### config.mk
export PLATFORM = sky130hd
export DESIGN_NAME = host_port_select
export DESIGN_NICKNAME = d
export VERILOG_FILES = /design/src/rtl/hps_pkg.sv /design/src/rtl/hps_sync.sv /design/src/rtl/hps_edge_count.sv /design/src/rtl/hps_lock_ctrl.sv /design/src/rtl/host_port_select.sv
export SDC_FILE = /design/constraint.sdc
export NUM_CORES = 1
export LEC_CHECK = 0
export BUFFER_PORTS_ARGS = -buffer_cell sky130_fd_sc_hd__buf_2
export CAP_MARGIN = 10
export CORE_AREA = 2 2 39 41
export DETAILED_ROUTE_END_ITERATION = 8
export DIE_AREA = 0 0 41 43
export GPL_TIMING_DRIVEN = 0
export HOLD_SLACK_MARGIN = 0.15
export PLACE_DENSITY = 0.59
export SETUP_SLACK_MARGIN = 0.5
export SKIP_LAST_GASP = 1
export SLEW_MARGIN = 0
export SYNTH_ARGS = -nofsm -noshare
export SYNTH_HDL_FRONTEND = slang
export SYNTH_SLANG_ARGS = --single-unit
### constraint.sdc
create_clock -name clk -period 2.1 [get_ports clk]
set_input_delay 0.21 -clock clk [delete_from_list [all_inputs] [get_ports clk]]
set_output_delay 0.21 -clock clk [all_outputs]
set_load 0.03 [all_outputs]
### src/rtl/hps_pkg.sv
package hps_pkg;
   typedef enum logic {
      HOST_I2C = 1'b0,
      HOST_SPI = 1'b1
   } host_port_e;

   typedef struct packed {
      host_port_e port;
      logic       locked;
   } host_sel_t;

   localparam host_sel_t HOST_SEL_RESET = '{port: HOST_I2C, locked: 1'b0};
endpackage

### src/rtl/hps_sync.sv
module hps_sync #(
   parameter int   STAGES = 2,
   parameter logic IDLE   = 1'b1
) (
   input  logic clk,
   input  logic rst_n,
   input  logic d,
   output logic q
);
   if (STAGES < 2) begin : g_bad_stages
      $error("hps_sync: STAGES must be at least 2");
   end

   logic [STAGES-1:0] chain;

   always_ff @(posedge clk or negedge rst_n) begin
      if (!rst_n) chain <= {STAGES{IDLE}};
      else        chain <= {chain[STAGES-2:0], d};
   end

   assign q = chain[STAGES-1];
endmodule

### src/rtl/hps_edge_count.sv
module hps_edge_count #(
   parameter int   TARGET      = 3,
   parameter bit   COUNT_FALL  = 1'b1,
   parameter logic IDLE        = 1'b1,
   localparam int  CNT_W       = (TARGET < 2) ? 1 : $clog2(TARGET + 1)
) (
   input  logic clk,
   input  logic rst_n,
   input  logic en,
   input  logic din,
   output logic hit
);
   if (TARGET < 1) begin : g_bad_target
      $error("hps_edge_count: TARGET must be at least 1");
   end

   localparam logic [CNT_W-1:0] CNT_MAX  = CNT_W'(TARGET);
   localparam logic [CNT_W-1:0] CNT_LAST = CNT_W'(TARGET - 1);

   logic             din_q;
   logic             edge_seen;
   logic [CNT_W-1:0] cnt;

   always_ff @(posedge clk or negedge rst_n) begin
      if (!rst_n) din_q <= IDLE;
      else        din_q <= din;
   end

   if (COUNT_FALL) begin : g_fall
      assign edge_seen = din_q & ~din;
   end else begin : g_rise
      assign edge_seen = ~din_q & din;
   end

   always_ff @(posedge clk or negedge rst_n) begin
      if (!rst_n)                               cnt <= '0;
      else if (en && edge_seen && cnt != CNT_MAX) cnt <= cnt + 1'b1;
   end

   assign hit = en & edge_seen & (cnt == CNT_LAST);


   gated_count_chk: assert property (@(posedge clk) disable iff (!rst_n)
      !en |=> $stable(cnt));


   saturate_chk: assert property (@(posedge clk) disable iff (!rst_n)
      (cnt == CNT_MAX) |=> (cnt == CNT_MAX));
endmodule

### src/rtl/hps_lock_ctrl.sv
module hps_lock_ctrl
   import hps_pkg::*;
(
   input  logic      clk,
   input  logic      rst_n,
   input  logic      normal_mode,
   input  logic      cfg_wr,
   input  logic      lock_bit,
   input  logic      hit,
   output host_sel_t sel
);
   logic is_spi;
   logic lock_req;

   assign is_spi   = (sel.port == HOST_SPI);
   assign lock_req = normal_mode & cfg_wr & (is_spi | lock_bit);

   always_ff @(posedge clk or negedge rst_n) begin
      if (!rst_n) begin
         sel <= HOST_SEL_RESET;
      end else if (!sel.locked) begin
         if (lock_req)  sel.locked <= 1'b1;
         else if (hit)  sel.port   <= HOST_SPI;
      end
   end


   sticky_lock_chk: assert property (@(posedge clk) disable iff (!rst_n)
      sel.locked |=> sel.locked);


   frozen_port_chk: assert property (@(posedge clk) disable iff (!rst_n)
      sel.locked |=> $stable(is_spi));


   no_return_chk: assert property (@(posedge clk) disable iff (!rst_n)
      is_spi |=> is_spi);


   hit_only_switch_chk: assert property (@(posedge clk) disable iff (!rst_n)
      !hit |=> !$rose(is_spi));


   idle_write_chk: assert property (@(posedge clk) disable iff (!rst_n)
      (!normal_mode && !sel.locked) |=> !sel.locked);


   spi_lock_chk: assert property (@(posedge clk) disable iff (!rst_n)
      (normal_mode && cfg_wr && is_spi) |=> sel.locked);
endmodule

### src/rtl/host_port_select.sv
module host_port_select
   import hps_pkg::*;
#(
   parameter int CFG_W       = 16,
   parameter int LOCK_BIT    = 1,
   parameter int EDGE_TARGET = 3,
   parameter int SYNC_STAGES = 2
) (
   input  logic             clk,
   input  logic             rst_pin_n,
   input  logic             supply_ok,
   input  logic             normal_mode,
   input  logic             sel_n,
   input  logic             cfg_wr,
   input  logic [CFG_W-1:0] cfg_wdata,
   output logic             port_spi,
   output logic             port_locked
);
   if (LOCK_BIT < 0 || LOCK_BIT >= CFG_W) begin : g_bad_lock_bit
      $error("host_port_select: LOCK_BIT outside cfg_wdata");
   end

   localparam logic SEL_IDLE = 1'b1;

   logic      rst_n;
   logic      sel_sync;
   logic      edge_hit;
   logic      count_en;
   host_sel_t sel_state;
   logic      unused_cfg_bits;

   assign rst_n           = rst_pin_n & supply_ok;
   assign unused_cfg_bits = ^cfg_wdata;

   hps_sync #(
      .STAGES (SYNC_STAGES),
      .IDLE   (SEL_IDLE)
   ) u_sel_sync (
      .clk   (clk),
      .rst_n (rst_n),
      .d     (sel_n),
      .q     (sel_sync)
   );

   assign count_en = normal_mode & ~sel_state.locked;

   hps_edge_count #(
      .TARGET     (EDGE_TARGET),
      .COUNT_FALL (1'b1),
      .IDLE       (SEL_IDLE)
   ) u_edge_count (
      .clk   (clk),
      .rst_n (rst_n),
      .en    (count_en),
      .din   (sel_sync),
      .hit   (edge_hit)
   );

   hps_lock_ctrl u_lock_ctrl (
      .clk         (clk),
      .rst_n       (rst_n),
      .normal_mode (normal_mode),
      .cfg_wr      (cfg_wr),
      .lock_bit    (cfg_wdata[LOCK_BIT]),
      .hit         (edge_hit),
      .sel         (sel_state)
   );

   assign port_spi    = (sel_state.port == HOST_SPI);
   assign port_locked = sel_state.locked;


   reset_state_chk: assert property (@(posedge clk)
      !rst_n |-> (!port_spi && !port_locked));
endmodule

==> results.toml, run 1 <==
[outcome]
status = "finished, final reports clean"

[final_layout]
final_common_cell = "buf_2"
syn_to_final_growth_pct = 40.7
fin_cells = 53
fin_nets = 62
fillerInstances = 134
mostFrequentLayoutCells = "8 x buf_2, 4 x dlygate4sd3_1, 4 x dfrtp_1"
diodes = 0
drive_gt1_frac = 0.514

[worst_setup_path]
critPathCaptureType = "async pin"
cp_top_family = "buffers and inverters"
r2r_slack_ns = 1.09
worstPathArrival_ns = 1.74
rr_endpoint = "u_edge_count.cnt[0]$_DFFE_PN0P_"
worstSetupPathType = "in2async"
crit_fanout = 4
crit_start = "supply_ok"
path_common_cell = "dlygate4sd3_1"
start_kind = "input pin"
r2r-start = "u_edge_count.din_q$_DFF_PN1_"
crit_required_ns = 2.53
path_buf_inv = 3
crit_path_end = "u_edge_count.cnt[0]$_DFFE_PN0P_"
cp_cell_sequence = "dlygate4sd3_1 -> buf_2 -> and2_1 -> dlygate4sd3_1"
cp_slowest_cell = "dlygate4sd3_1"
worst-path-stages = 4
rr_worst_depth = 3
slowest_delay_ns = 0.70

[place]
hpwl_um = 339
place_congestion = 0.635
place_ws_ns = 1.09
dp_cells = 45
port-buffer-count = 8

[global_route]
grt_overflow_total = 0
grt_max_degree = 5
first_global_vias = 199
grt_pass1_wl_um = 752
globalRouteTotalUtil = 0.0751
antenna_found_initial = 0

[synthesis]
synth-compound-area-share = 0.121
synthTopCellsByArea = "dfrtp_1 32%, dfstp_2 25%, nand4bb_4 8.9%"
syn_area_um2 = 310
synthAdderAreaFrac = 0.0806
synth_area_leader_cell = "dfrtp_1"
synth-simple-area-share = 0.157
synth_xor_area_frac = 0.0282
ys_seq_elements = 7
synth.avg_cell_area_um2 = 14.8
synth.distinct_cells = 13
synth_top_area_frac = 0.323
syn_inst = 21
yosysWarnings = 0
synthMuxAreaShare = 0
synth_top_family_by_area = "simple AND/OR/NAND/NOR gates"
ys_seq_area_frac = 0.577
synth_fp_nets = 45

[clock_network]
ctsHtreeMaxLevel = 1
cts-root-buf = "clkbuf_4"
clk_latency_ns = 0.25
tritoncts = "built"
numCtsBuffers = 3
ctsLongestPathBuffers = 2
cts.sinks = 7
clk_pin_slew_ns = 0.06

[power]
internal_power_uw = 237
leakagePower_uw = 0.000198
p_clk_frac = 0.394
combPwrFrac = 0.110
p_seq_frac = 0.496
sw_frac_of_total = 0.225
irDropWorstVdd_uv = 404
power_density_mw_per_mm2 = 699
total_power_uw = 305
p_sw_uw = 68.6

[detailed_routing]
detail_route.iter0.violations = 0
route.met2.wl_um = 189
wl_per_cell_um = 9.32
dr.pass1.iters = 1
drc_errors = 0
routed_wl_um = 494
routed_via_density = 3.81
ant_nets = 0
met3_length_um = 60
vias = 202
top_layer = "met3"
met1_length_um = 244

[timing]
slew_viol_final = 0
worst_pin_slew_ns = 0.220
fin_crit_sh = 0.623
holdWs_ns = 0.235
tns_ns = 0
finalHoldViolCount = 0
slew_headroom = 0.853
fin_ws_ns = 0.791
period_needed_ns = 1.31
finClkSkew_ns = 0.00895
clock.fmax_mhz = 764
setup_viol = 0
rsz0062_at_grt = "false"

[worst_hold_path]
min_path_type = "in2reg"

[die]
core_area_mm2 = 0.00138
chipHeight_um = 43
dieWidth_um = 41
ioPinCount = 24
initial_utilization = 0.224
dieArea_mm2 = 0.00176
rows = 14

[run]
max_cap_violations = 0
power groups by stage:
stage	sequential, uW	clock (uW)	combinational, uW
floorplan	152	0	18.4
global placement	153	0	26.9
detailed placement	154	0	27.9
CTS	151	126	34.0
global route	152	137	37.6
finish	151	120	33.5
how the worst min path moves through the flow:
stage,startpoint,end,depth (start not counted)
after floorplan,supply_ok,u_edge_count.cnt[0]$_DFFE_PN0P_,1
after global placement,supply_ok,u_lock_ctrl.is_spi$_DFFE_PN0P_,2
after detailed placement,supply_ok,u_lock_ctrl.is_spi$_DFFE_PN0P_,2
after CTS,cfg_wdata[1],u_lock_ctrl.sel[0]$_DFF_PN0_,3
after global routing,cfg_wdata[1],u_lock_ctrl.sel[0]$_DFF_PN0_,3
final,cfg_wdata[1],u_lock_ctrl.sel[0]$_DFF_PN0_,3
flip-flops by register name, indices dropped and copies added, names as in the netlist:
register and flops:
u_sel_sync.chain 2, u_lock_ctrl.sel 1, u_edge_count.din_q 1, u_edge_count.cnt 2, u_lock_ctrl.is_spi 1
what timing repair did:
item	4_1_cts	5_1_grt
hold endpoints to repair	5	0
hold buffers	4	0
gates resized for setup	0	0
buffers inserted	0	0
stage by stage:
step            util  instance area, um2
3_3_place_gp   0.268                 370
5_1_grt        0.316                 437
3_5_place_dp   0.268                 370
6_report       0.316                 437
2_1_floorplan      -                 310
4_1_cts        0.316                 437
worst min-delay path: stages:
cell      delay (ns)
buf_2           0.08
o211ai_2        0.07
nand2b_2        0.08
synthesized netlist by cell type:
| master | count |
|---|---|
| ha_1 | 2 |
| nand4bb_4 | 1 |
| dfstp_2 | 3 |
| nor2_2 | 1 |
| dfrtp_1 | 4 |
| o31ai_2 | 1 |
| inv_1 | 3 |
| and2_1 | 1 |
| xnor2_1 | 1 |
| o31ai_1 | 1 |
| o211ai_2 | 1 |
| o21ai_1 | 1 |
| nand2b_2 | 1 |
per-layer routing:
layer / up-vias / track usage
li1: 105 / -
met1: 86 / 0.0800
met2: 11 / 0.0906
met3: 0 / 0.0942
met4: 0 / 0.0200
met5: - / 0
cell type report:
cell class	instances	area, um2	share of cell area
clock buffer	4	26.3	0.0602
inverter	3	11.3	0.0258
sequential	7	179	0.410
timing repair buffer	12	80.1	0.183
tap	16	20.0	0.0458
multi-input combinational	11	120	0.275
kinds of logic after synthesis:
family	count (synthesis)
AO/OA/AOI/OAI	4
XOR/XNOR	1
adder cells (fa/ha/maj)	2
buffers and inverters	3
flip-flops	7
AND/OR/NAND/NOR	4
No activity file was read; power rests on OpenSTA's default activity.
==> run 2, diff against run 1 <==
Clock period 2.1 ns to 1.25 ns, I/O delays scaled along.
==> results.toml, run 2 (same netlist as run 1, synthesis figures left out) <==
[timing]
finalHoldViolCount = 0
slew_headroom = 0.865
tns_ns = 0
worst_pin_slew_ns = 0.201
finClkSkew_ns = 0.00561
fin_crit_sh = 0.817
clock.fmax_mhz = 979
period_needed_ns = 1.02
setup_viol = 0
slew_viol_final = 0
rsz0062_at_grt = "true"
fin_ws_ns = 0.229

[worst_setup_path]
critPathCaptureType = "flip-flop"
start_kind = "flip-flop"
worstPathArrival_ns = 1.15
crit_fanout = 4
worstSetupPathType = "reg2reg"
crit_required_ns = 1.38

[final_layout]
drive_gt1_frac = 0.639
utilization = 0.320
fin_nets = 61
fin_cells = 52
reg_top3 = "u_edge_count.cnt x2, u_sel_sync.chain x2"
fillerInstances = 135
syn_to_final_growth_pct = 42.7
diodes = 0
final_common_cell = "buf_2"
mostFrequentLayoutCells = "6 x buf_2, 3 x clkbuf_4, 3 x dlygate4sd3_1, 3 x dfstp_2"

[clock_network]
clk_pin_slew_ns = 0.05
numCtsBuffers = 3
tritoncts = "built"
cts-root-buf = "clkbuf_4"
cts.sinks = 7
ctsLongestPathBuffers = 2
ctsHtreeMaxLevel = 1
cts_hold_buf = 3
clk_latency_ns = 0.25
post_cts_buffers = 0

[power]
total_power_uw = 508
leakagePower_uw = 0.000197
p_sw_uw = 112
combPwrFrac = 0.107
p_seq_frac = 0.502
power_density_mw_per_mm2 = 1150
sw_frac_of_total = 0.221
irDropWorstVdd_uv = 679
p_clk_frac = 0.391
internal_power_uw = 396

[detailed_routing]
routed_wl_um = 450
vias = 203
detail_route.iter0.violations = 0
routed_via_density = 3.90
drc_errors = 0
ant_nets = 0
wl_per_cell_um = 8.65
dr.pass1.iters = 1

[die]
chipHeight_um = 43
core_area_mm2 = 0.00138
dieArea_mm2 = 0.00176
initial_utilization = 0.224
ioPinCount = 24
rows = 14
dieWidth_um = 41

[place]
place_congestion = 0.647
port-buffer-count = 8
place_ws_ns = 0.230
dp_cells = 45

[worst_hold_path]
min_path_type = "in2reg"

[global_route]
grt_max_degree = 8
antenna_found_initial = 0
globalRouteTotalUtil = 0.0679
first_global_vias = 172
grt_pass1_wl_um = 683
grt_overflow_total = 0

[run]
max_cap_violations = 0

[outcome]
status = "finished, final reports clean"
==> run 2: layout make-up <==
type                       instances  area [um2]  share of cell area
inverter                           3        11.3              0.0254
clock buffer                       4        26.3              0.0593
timing repair buffer              11        82.6               0.186
tap                               16        20.0              0.0452
multi-input combinational         11         121               0.274
sequential                         7         181               0.410
==> run 2: critical path: stages (launching register included) <==
cell	delay, ns
dfstp_2	0.54
nand4bb_4	0.14
o21ai_1	0.15
o31ai_1	0.08
==> run 2: routing by layer <==
| layer | wire (um) | vias up | GRT usage |
|---|---|---|---|
| met4 | 0 | 0 | 0.0200 |
| li1 | - | 103 | - |
| met2 | 190 | 11 | 0.0719 |
| met1 | 201 | 89 | 0.0762 |
| met3 | 58 | 0 | 0.0942 |
| met5 | 0 | - | 0 |
==> run 2: path summary, 6_finish.rpt <==
check / from / to / slack, ns / cells past startpoint
setup / recovery: u_edge_count.din_q$_DFF_PN1_ / u_edge_count.cnt[1]$_DFFE_PN0P_ / 0.23 / 3
hold / removal: cfg_wr / u_lock_ctrl.sel[0]$_DFF_PN0_ / 0.16 / 3
setup reg to reg: u_edge_count.din_q$_DFF_PN1_ / u_edge_count.cnt[1]$_DFFE_PN0P_ / 0.23 / 3
hold reg to reg: u_sel_sync.chain[0]$_DFF_PN1_ / u_sel_sync.chain[1]$_DFF_PN1_ / 0.35 / 0
max in group asynchronous: rst_pin_n / u_sel_sync.chain[1]$_DFF_PN1_ / 0.65 / 3
min in group asynchronous: supply_ok / u_edge_count.cnt[1]$_DFFE_PN0P_ / 0.35 / 3
==> run 2: power by group through the flow <==
stage          registers [uW]  logic (uW)  clock network [uW]
2_1_floorplan             256        31.0                   0
3_3_place_gp              257        45.3                   0
3_5_place_dp              258        47.2                   0
4_1_cts                   255        55.1                 213
5_1_grt                   257        61.3                 227
6_report                  255        54.5                 199
==> run 2: stage by stage <==
stage / hold WS (ns) / area (um2)
after floorplan: 0.00241 / 313
after global placement: 0.122 / 373
after detailed placement: 0.120 / 373
after CTS: 0.146 / 442
after global routing: 0.148 / 443
final: 0.158 / 443
==> run 2: what timing repair did <==
item,4_1_cts,5_1_grt
resized for setup,5,1
setup endpoints to repair,6,11
endpoints found under the hold margin,9,1
==> run 3, diff against run 2 <==
Settings changed: ABC_AREA set to 1, PLACE_DENSITY 0.59 to 0.61.
Clock period 1.25 ns to 0.9 ns, I/O delays scaled along.
==> results.toml, run 3 <==
[global_route]
antenna_found_initial = 0
grt_overflow_total = 0
grt_pass1_wl_um = 876
globalRouteTotalUtil = 0.0789
first_global_vias = 234
grt_max_degree = 8

[worst_setup_path]
cp_slowest_cell = "dfrtp_1"
slowest_delay_ns = 0.40
crit_fanout = 3
worstSetupPathType = "reg2reg"
critPathCaptureType = "flip-flop"
crit_required_ns = 1.03
path_buf_inv = 0
cp_cell_sequence = "ha_2 -> nand3b_1 -> nand2_1 -> nand2_1"
path_common_cell = "nand2_1"
cp_top_family = "flip-flops"
start_kind = "flip-flop"
worstPathArrival_ns = 1.14

[clock_network]
post_cts_buffers = 0
cts-root-buf = "clkbuf_4"
clk_latency_ns = 0.25
numCtsBuffers = 3
cts.sinks = 7
ctsHtreeMaxLevel = 1
tritoncts = "built"
ctsLongestPathBuffers = 2
clk_pin_slew_ns = 0.05

[synthesis]
synth_area_leader_cell = "dfrtp_1"
yosysWarnings = 0
ys_seq_elements = 7
ys.flop_type = "dfrtp_1"
synth_most_common_cell = "nand2_1"
ys_seq_area_frac = 0.577
synthArstFlopShare = 1.00
synth.avg_cell_area_um2 = 8.87
synth_top_area_frac = 0.323
syn_inst = 35
synth_fp_nets = 59
synth_edf_count = 0
synth.distinct_cells = 8
ys_top_cells_by_count = "12 x nand2_1, 7 x inv_1, 4 x dfrtp_1, 4 x nor2_1, 3 x dfstp_2"
synthTopCellsByArea = "dfrtp_1 32%, dfstp_2 25%, nand2_1 15%"
syn_area_um2 = 310

[timing]
slew_viol_final = 0
finClkSkew_ns = 0.00587
clock.fmax_mhz = 994
worst_pin_slew_ns = 0.265
rsz0062_at_grt = "true"
fin_crit_sh = 1.12
fin_ws_ns = -0.106
slew_headroom = 0.823
finalHoldViolCount = 5
holdWs_ns = -0.223
period_needed_ns = 1.01
setup_viol = 4

[worst_hold_path]
min_path_type = "in2async"

[detailed_routing]
routed_wl_um = 478
vias = 237
detail_route.iter0.violations = 4
drc_errors = 0
dr.pass1.iters = 2
ant_nets = 0
routed_via_density = 3.76
wl_per_cell_um = 7.59

[die]
chipHeight_um = 43
rows = 14
dieArea_mm2 = 0.00176
dieWidth_um = 41
ioPinCount = 24
core_area_mm2 = 0.00138
initial_utilization = 0.224

[final_layout]
mostFrequentLayoutCells = "10 x nand2_1, 6 x inv_1, 6 x buf_2"
final_common_cell = "nand2_1"
fin_nets = 72
diodes = 0
utilization = 0.303
drive_gt1_frac = 0.468
reg_top3 = "u_edge_count.cnt x2, u_sel_sync.chain x2"
multi_input_area_um2 = 113
register_area_um2 = 181
fillerInstances = 151
syn_to_final_growth_pct = 35.1

[outcome]
status = "complete, but fails checks"
violations = "negative hold slack, negative setup slack"

[place]
port-buffer-count = 8
hpwl_um = 382
place_ws_ns = -0.0967
place_congestion = 0.754

[power]
irDropWorstVdd_uv = 837
power_density_mw_per_mm2 = 1590
leakagePower_uw = 0.000216

[run]
max_cap_violations = 0
run 3: cell count changes in the layout (fill, tap and decap cells not counted), moves of 2 or more:
cell	delta
dlygate4sd3_1	-3
nand2_2	+2
nand2_1	+10
nor2_1	+4
inv_1	+4
run 3: routing by layer:
layer  global-route usage  part of all wire  vias to the layer above
met3               0.0785              0.12                        0
met5                    0                 0                        -
met1               0.0789              0.45                      102
li1                     -                 -                      125
met4               0.0200                 0                        0
met2                0.113              0.42                       10
run 3: per-stage QoR:
step,power [uW],instance area [um2],hold WS [ns],cells,setup TNS [ns]
floorplan,373,315,-0.0715,35,-0.0697
global placement,391,375,0.0434,59,-0.225
detailed placement,394,375,0.0549,59,-0.265
CTS,683,419,-0.215,63,-0.301
global route,718,419,-0.172,63,-0.475
finish,666,419,-0.223,63,-0.255
run 3: report_power, final:
group	switching, uW	leakage [uW]	internal, uW
registers	9.89	0.0000774	335
clock network	107	0.0000150	169
logic	24.8	0.000124	20.2
total	142	0.000216	524
run 3: worst paths after layout:
check	from	endpoint	slack, ns	depth (start not counted)
min reg2reg	u_sel_sync.chain[0]$_DFF_PN1_	u_sel_sync.chain[1]$_DFF_PN1_	0.35	0
max in group asynchronous	rst_pin_n	u_sel_sync.chain[0]$_DFF_PN1_	0.85	3
max	u_edge_count.cnt[0]$_DFFE_PN0P_	u_edge_count.cnt[1]$_DFFE_PN0P_	-0.11	4
max reg2reg	u_edge_count.cnt[0]$_DFFE_PN0P_	u_edge_count.cnt[1]$_DFFE_PN0P_	-0.11	4
min in group clk	sel_n	u_sel_sync.chain[0]$_DFF_PN1_	-0.06	1
min	supply_ok	u_lock_ctrl.is_spi$_DFFE_PN0P_	-0.22	3
run 3: area by class of cell:
| cell class | count | share of cell area |
|---|---|---|
| multi-input combinational | 21 | 0.269 |
| inverter | 7 | 0.0627 |
| timing repair buffer | 8 | 0.125 |
| clock buffer | 4 | 0.0627 |
| tap | 16 | 0.0478 |
| sequential | 7 | 0.433 |
run 3: kinds of logic after synthesis:
| kind of cell | count (synthesis) | synth area share |
|---|---|---|
| flops | 7 | 0.577 |
| buf+inv | 7 | 0.0847 |
| fa+ha+maj | 2 | 0.0806 |
| simple gates | 19 | 0.258 |
run 3: worst register-to-register path, stage by stage, from the launching register on:
cell      delay, ns
dfrtp_1        0.40
ha_2           0.20
nand3b_1       0.18
nand2_1        0.08
nand2_1        0.05
run 3: timing repair:
item,CTS,global route
endpoints found under the setup margin,8,8
endpoints found under the hold margin,8,8
gates resized for setup,7,0
pin swaps,1,1
